==> config.mk <==
export PLATFORM = sky130hd
export DESIGN_NAME = fwglue_regs
export DESIGN_NICKNAME = d
export VERILOG_FILES = /design/src/rtl/fwglue_pkg.sv /design/src/rtl/fwglue_decode.sv /design/src/rtl/fwglue_irq.sv /design/src/rtl/fwglue_console.sv /design/src/rtl/fwglue_regs.sv
export SDC_FILE = /design/constraint.sdc
export NUM_CORES = 1
export LEC_CHECK = 0
export BUFFER_PORTS_ARGS = -buffer_cell sky130_fd_sc_hd__buf_2
export CORE_UTILIZATION = 30
export CTS_BUF_LIST = sky130_fd_sc_hd__clkbuf_16
export DETAILED_ROUTE_END_ITERATION = 10
export PLACE_DENSITY = 0.61
export SLEW_MARGIN = 20
export SYNTH_ARGS = -nofsm -noshare
export SYNTH_HDL_FRONTEND = slang
export SYNTH_SLANG_ARGS = --single-unit
==> constraint.sdc <==
create_clock -name clk -period 1.7 [get_ports clk]
set_clock_uncertainty 0.05 [all_clocks]
set_input_delay 0.17 -clock clk [delete_from_list [all_inputs] [get_ports clk]]
set_output_delay 0.17 -clock clk [all_outputs]
set_load 0.005 [all_outputs]
==> src/rtl/fwglue_pkg.sv <==
package fwglue_pkg;
  localparam int BUS_W  = 32;
  localparam int BYTE_W = 8;
  localparam int LANES  = BUS_W / BYTE_W;
  localparam int OFS_W  = 5;

  localparam logic [OFS_W-1:0] OFS_HALT  = 5'd0;
  localparam logic [OFS_W-1:0] OFS_CPUID = 5'd4;
  localparam logic [OFS_W-1:0] OFS_IRQ   = 5'd8;
  localparam logic [OFS_W-1:0] OFS_NCPU  = 5'd12;
  localparam logic [OFS_W-1:0] OFS_RXD   = 5'd16;
  localparam logic [OFS_W-1:0] OFS_RXS   = 5'd20;
  localparam logic [OFS_W-1:0] OFS_TXD   = 5'd24;
  localparam logic [OFS_W-1:0] OFS_TXS   = 5'd28;

  typedef struct packed {
    logic halt;
    logic cpuid;
    logic irq;
    logic ncpu;
    logic rxd;
    logic rxs;
    logic txd;
    logic txs;
  } regsel_t;
endpackage

==> src/rtl/fwglue_decode.sv <==
module fwglue_decode
  import fwglue_pkg::*;
(
  input  logic [OFS_W-1:0] ofs,
  output regsel_t          sel
);
  always_comb begin
    sel = '0;
    case (ofs)
      OFS_HALT:  sel.halt  = 1'b1;
      OFS_CPUID: sel.cpuid = 1'b1;
      OFS_IRQ:   sel.irq   = 1'b1;
      OFS_NCPU:  sel.ncpu  = 1'b1;
      OFS_RXD:   sel.rxd   = 1'b1;
      OFS_RXS:   sel.rxs   = 1'b1;
      OFS_TXD:   sel.txd   = 1'b1;
      OFS_TXS:   sel.txs   = 1'b1;
      default:   sel       = '0;
    endcase
  end
endmodule

==> src/rtl/fwglue_irq.sv <==
module fwglue_irq #(
  parameter int NCPU = 4
) (
  input  logic            clk,
  input  logic            rst_n,
  input  logic            wr_irq,
  input  logic [7:0]      port,
  input  logic            lvl_en,
  input  logic [7:0]      lvl,
  output logic [NCPU-1:0] irq_lines
);
  logic            drive_lvl;
  logic [NCPU-1:0] line_q;
  logic [NCPU-1:0] line_d;

  // level is taken from lane 1 only when that lane is enabled
  assign drive_lvl = lvl_en & (|lvl);

  for (genvar g = 0; g < NCPU; g++) begin : g_line
    logic hit;
    assign hit = wr_irq && (port == 8'(g));

    always_comb begin
      line_d[g] = line_q[g];
      if (hit) line_d[g] = drive_lvl;
    end

    always_ff @(posedge clk or negedge rst_n) begin
      if (!rst_n)   line_q[g] <= 1'b0;
      else if (hit) line_q[g] <= line_d[g];
    end
  end

  assign irq_lines = line_q;
endmodule

==> src/rtl/fwglue_console.sv <==
module fwglue_console
  import fwglue_pkg::*;
(
  input  logic              clk,
  input  logic              rst_n,
  input  logic              wr_en,
  input  logic              rd_en,
  input  regsel_t           sel,
  input  logic [BYTE_W-1:0] wbyte,
  input  logic              rx_valid,
  input  logic [BYTE_W-1:0] rx_char,
  output logic [BYTE_W-1:0] rx_buf,
  output logic [BYTE_W-1:0] rx_stat,
  output logic [BYTE_W-1:0] tx_buf,
  output logic [BYTE_W-1:0] tx_stat,
  output logic              tx_strobe
);
  logic [BYTE_W-1:0] rxb_q, rxb_d, rxs_q, rxs_d;
  logic [BYTE_W-1:0] txb_q, txb_d, txs_q, txs_d;
  logic              txp_q, txp_d;
  logic              capture, consume;

  assign capture = rx_valid && (rxs_q == '0);
  assign consume = rd_en && sel.rxd;

  // priority: direct bus write, then capture of a new character, then consume
  always_comb begin
    rxb_d = rxb_q;
    rxs_d = rxs_q;
    if (wr_en && sel.rxd) rxb_d = wbyte;
    else if (capture)     rxb_d = rx_char;
    else if (consume)     rxb_d = '0;
    if (wr_en && sel.rxs) rxs_d = wbyte;
    else if (capture)     rxs_d = 8'd1;
    else if (consume)     rxs_d = '0;
  end

  always_comb begin
    txb_d = txb_q;
    txs_d = txs_q;
    txp_d = 1'b0;
    if (wr_en && sel.txd) begin
      txb_d = wbyte;
      txs_d = 8'd1;
      txp_d = 1'b1;
    end else if (wr_en && sel.txs) begin
      txs_d = wbyte;
    end
  end

  always_ff @(posedge clk or negedge rst_n) begin
    if (!rst_n) begin
      rxb_q <= '0;
      rxs_q <= '0;
      txb_q <= '0;
      txs_q <= 8'd1;
      txp_q <= 1'b0;
    end else begin
      rxb_q <= rxb_d;
      rxs_q <= rxs_d;
      txb_q <= txb_d;
      txs_q <= txs_d;
      txp_q <= txp_d;
    end
  end

  assign rx_buf    = rxb_q;
  assign rx_stat   = rxs_q;
  assign tx_buf    = txb_q;
  assign tx_stat   = txs_q;
  assign tx_strobe = txp_q;
endmodule

==> src/rtl/fwglue_regs.sv <==
module fwglue_regs
  import fwglue_pkg::*;
#(
  parameter int NCPU = 4,
  parameter int AW   = 8,
  localparam int ID_W = (NCPU > 1) ? $clog2(NCPU) : 1
) (
  input  logic              clk,
  input  logic              rst_n,
  input  logic [AW-1:0]     bus_addr,
  input  logic [LANES-1:0]  bus_be,
  input  logic              bus_rd,
  input  logic              bus_wr,
  input  logic [BUS_W-1:0]  bus_wdata,
  input  logic [ID_W-1:0]   req_id,
  input  logic              rx_valid,
  input  logic [BYTE_W-1:0] rx_char,
  output logic [BUS_W-1:0]  rd_data,
  output logic              halt_pulse,
  output logic [BYTE_W-1:0] exit_code,
  output logic [NCPU-1:0]   irq_lines,
  output logic              tx_strobe,
  output logic [BYTE_W-1:0] tx_byte
);
  regsel_t           sel;
  logic              wr_en;
  logic [BYTE_W-1:0] wbyte;
  logic [BYTE_W-1:0] rx_buf, rx_stat, tx_buf, tx_stat;
  logic [BYTE_W-1:0] rd_byte;
  logic [BUS_W-1:0]  rd_q, rd_d;
  logic              halt_q, halt_d;
  logic [BYTE_W-1:0] exit_q, exit_d;
  logic              unused_bits;

  assign unused_bits = ^{bus_addr[AW-1:OFS_W], bus_be[LANES-1:2], bus_wdata[BUS_W-1:2*BYTE_W]};

  assign wr_en = bus_wr && bus_be[0];
  assign wbyte = bus_wdata[BYTE_W-1:0];

  fwglue_decode u_decode (
    .ofs (bus_addr[OFS_W-1:0]),
    .sel (sel)
  );

  fwglue_irq #(.NCPU(NCPU)) u_irq (
    .clk       (clk),
    .rst_n     (rst_n),
    .wr_irq    (wr_en && sel.irq),
    .port      (wbyte),
    .lvl_en    (bus_be[1]),
    .lvl       (bus_wdata[2*BYTE_W-1:BYTE_W]),
    .irq_lines (irq_lines)
  );

  fwglue_console u_console (
    .clk       (clk),
    .rst_n     (rst_n),
    .wr_en     (wr_en),
    .rd_en     (bus_rd),
    .sel       (sel),
    .wbyte     (wbyte),
    .rx_valid  (rx_valid),
    .rx_char   (rx_char),
    .rx_buf    (rx_buf),
    .rx_stat   (rx_stat),
    .tx_buf    (tx_buf),
    .tx_stat   (tx_stat),
    .tx_strobe (tx_strobe)
  );

  // read byte select; write-only and unmapped offsets give zero
  always_comb begin
    rd_byte = '0;
    unique case (1'b1)
      sel.cpuid: rd_byte = BYTE_W'(req_id);
      sel.ncpu:  rd_byte = BYTE_W'(NCPU);
      sel.rxd:   rd_byte = rx_buf;
      sel.rxs:   rd_byte = rx_stat;
      sel.txd:   rd_byte = tx_buf;
      sel.txs:   rd_byte = tx_stat;
      default:   rd_byte = '0;
    endcase
    rd_d = {{(BUS_W-BYTE_W){1'b0}}, rd_byte};
  end

  always_comb begin
    halt_d = wr_en && sel.halt;
    exit_d = halt_d ? wbyte : exit_q;
  end

  always_ff @(posedge clk or negedge rst_n) begin
    if (!rst_n)      rd_q <= '0;
    else if (bus_rd) rd_q <= rd_d;
  end

  always_ff @(posedge clk or negedge rst_n) begin
    if (!rst_n) begin
      halt_q <= 1'b0;
      exit_q <= '0;
    end else begin
      halt_q <= halt_d;
      exit_q <= exit_d;
    end
  end

  assign rd_data    = rd_q;
  assign halt_pulse = halt_q;
  assign exit_code  = exit_q;
  assign tx_byte    = tx_buf;
endmodule

==> flow_metrics.tcl <==
set metrics [dict create \
    outcome "finished clean" \
    yosysTopAreaCell "dfrtp_1" \
    path_max_fanout 8 \
    grt_max_degree 35 \
    yosysTopAreaCellShare_pct 49.03 \
    netlist_instances 237 \
    fmax_mhz 605.3 \
    r2r_start "u_console.rx_stat[2]$_DFFE_PN0P_" \
    ys_seq_area_share_pct 50.00 \
    maxCapViolations 0 \
    holdPathEnd "u_console.rx_buf[0]$_DFFE_PN0P_" \
    ff2ff_path_depth 4 \
    dpl.hpwl_um 4957 \
    finalSetupViolations 0 \
    relSlewSlack_pct 63.44 \
    synth_area_leaders "dfrtp_1 49%, mux2_2 7.9%, buf_4 6.7%" \
    synth-seq-cells 54 \
    root_buffer "clkbuf_16" \
    ys.flop_type "dfrtp_1" \
    hold_start "rx_char[0]" \
    period_share_pct 97.19 \
    drc_errors 0 \
    grt_pass1_vias 2121 \
    netlist_area_um2 2705 \
    max-clock-path-buffers 2 \
    routed_wl_um 6716 \
    p_leak_nw 1.744 \
    start_kind "register" \
    finalCriticalPeriod_ns 1.652 \
    clock_latency_ns 0.29 \
    cp-end-kind "register" \
    avgSynthCellArea_um2 11.41 \
    place_area_um2 3232 \
    nNetsFinal 381 \
    dp.cells 420 \
    core_area_um2 8721 \
    reg2reg_to "u_console.rx_buf[7]$_DFFE_PN0P_" \
    rows 34 \
    vias 2064 \
    grt.overflow.total 0 \
    antenna_found_initial 0 \
    die_area_um2 9400 \
    powerDensity_nw_per_um2 1015 \
    critical_path_class "reg2reg" \
    peakVddDrop_v 0.0004377 \
    dr.pass1.iters 4 \
    numCtsBuffers 5 \
    synth_edf_count 0 \
    path_clk_slew_ns 0.08 \
    initial_core_util_pct 31.02 \
    design.portCount 113 \
    min_delay_path_depth 2 \
    synthArstFlopShare_pct 100.0 \
    die_h_um 96.96 \
    wl_per_cell_um 15.58 \
    crit_required_ns 1.83 \
    synth_warnings 0 \
    grt_setup_unrepaired "true" \
    area_growth_pct 26.97 \
    port-buffer-count 67 \
    drt_iter0_markers 110 \
    finalNonFillerCells 431 \
    power_mw 3.485 \
    grt_pass1_wl_um 11080 \
    slew_violations 0 \
    diodes 0 \
    die_x_um 96.96 \
    h-tree-depth 2 \
    fin_setup_tns_ns 0 \
    design_area_um2 3435 \
    gp_congestion 0.8717 \
    cts_tree "yes" \
    hold_path_class "in2reg" \
    vias_per_cell 4.789 \
    ant_nets 0 \
    drive_gt1_share_pct 40.25 \
    crit_arrival_ns 1.78 \
    dp_slack_ns -0.1249 \
    final_hold_viol_count 0 \
    cts.sinks 54 \
    num-fill-cells 872 \
    r2r_slack_ns 0.05 \
    worstMarginPinSlew_ns 0.5485 \
    synth_cell_types 42 \
    timing.final.ws_setup_ns 0.04781 \
    grt_use_total_pct 15.00 \
]
[worst max path at each step]
stage	from	to	slack [ns]	cells after the start
2_1_floorplan	u_console.rx_stat[2]$_DFFE_PN0P_	u_console.rx_buf[0]$_DFFE_PN0P_	0.20	4
3_3_place_gp	bus_wdata[6]	u_irq.irq_lines[0]$_DFFE_PN0P_	-0.1	6
3_5_place_dp	bus_wdata[4]	u_irq.irq_lines[0]$_DFFE_PN0P_	-0.12	6
4_1_cts	u_console.rx_stat[2]$_DFFE_PN0P_	u_console.rx_buf[1]$_DFFE_PN0P_	0.03	4
5_1_grt	u_console.rx_stat[5]$_DFFE_PN0P_	u_console.rx_buf[7]$_DFFE_PN0P_	-0.02	4
6_report	u_console.rx_stat[2]$_DFFE_PN0P_	u_console.rx_buf[7]$_DFFE_PN0P_	0.05	4
[layout make-up]
class | instances | area [um2] | share of cell area [%]
multi-input combinational | 162 | 1185 | 34.50
tap | 108 | 135.1 | 3.934
timing repair buffer | 92 | 563.0 | 16.39
clock inverter | 3 | 47.55 | 1.384
inverter | 7 | 26.28 | 0.7650
sequential | 54 | 1353 | 39.38
clock buffer | 5 | 125.1 | 3.643
[power breakdown]
group / switching (mW) / internal [mW]
clock network: 0.475 / 0.703
logic: 0.277 / 0.387
registers: 0.135 / 1.51
[kinds of logic after synthesis]
group	share of synthesized area, %
muxes	14.52
and+or+nand+nor	15.17
other	0.1386
buffers and inverters	9.574
DFF	50.00
AOI/OAI and AO/OA	10.59
[layer usage]
metal	share of wire (%)	vias up	GRT usage, %
li1	-	980	-
met1	46	1014	19.29
met2	49	65	25.14
met3	4.5	5	3.540
met4	0.64	0	4.248
met5	0	-	0
[Yosys cell counts (3+ instances only)]
cell and count:
mux4_2 7, o21ai_0 13, dfrtp_1 53, a221o_1 8, nor4_1 4, mux2_2 19
nand4_1 4, buf_2 3, clkbuf_1 9, buf_4 24, inv_1 7, a22o_1 7
nand3_1 13, nand2_1 19, and2_1 9, nor2_1 4, and3_1 4
[worst max-delay path, cell delays in order (launching register included)]
cell	delay, ns
dfrtp_1	0.39
nor4_1	0.25
nand4b_1	0.25
o31a_4	0.24
a221o_1	0.36
[state kept, by name, summed over array words and instances (netlist names)]
register and cells:
exit_code 8, rd_data 8, u_console.rx_buf 8, u_console.rx_stat 8, u_console.tx_buf 8, u_console.tx_stat 8
u_irq.irq_lines 4, halt_pulse 1, u_console.tx_strobe 1
[through the flow]
stage          utilization [%]  hold WS, ns
2_1_floorplan                -      -0.1756
3_5_place_dp             37.06       0.1393
6_report                 39.38      0.05563
5_1_grt                  39.38      0.05113
4_1_cts                  39.15      0.05199
3_3_place_gp             37.06       0.1357
[placed cells by master (no fill, tap or decap), types with 3 or more instances in the layout]
| cell type | count |
|---|---|
| o21ai_0 | 13 |
| a221o_1 | 8 |
| and3_1 | 4 |
| mux2_2 | 19 |
| dfrtp_1 | 53 |
| nand2_1 | 19 |
| nand4_1 | 4 |
| conb_1 | 24 |
| mux4_2 | 7 |
| a22o_1 | 7 |
| nor2_1 | 4 |
| nand3_1 | 13 |
| buf_2 | 67 |
| inv_1 | 7 |
| clkbuf_16 | 5 |
| buf_4 | 21 |
| nor4_1 | 4 |
| and2_1 | 9 |
| buf_12 | 3 |
[timing repair]
action                                  CTS  global route
endpoints found under the setup margin    0             8
hold endpoints to repair                 19             0
resized for setup                         0             1
setup buffers                             0             2
hold buffers                              1             0
(Power assumes the default switching activity.)
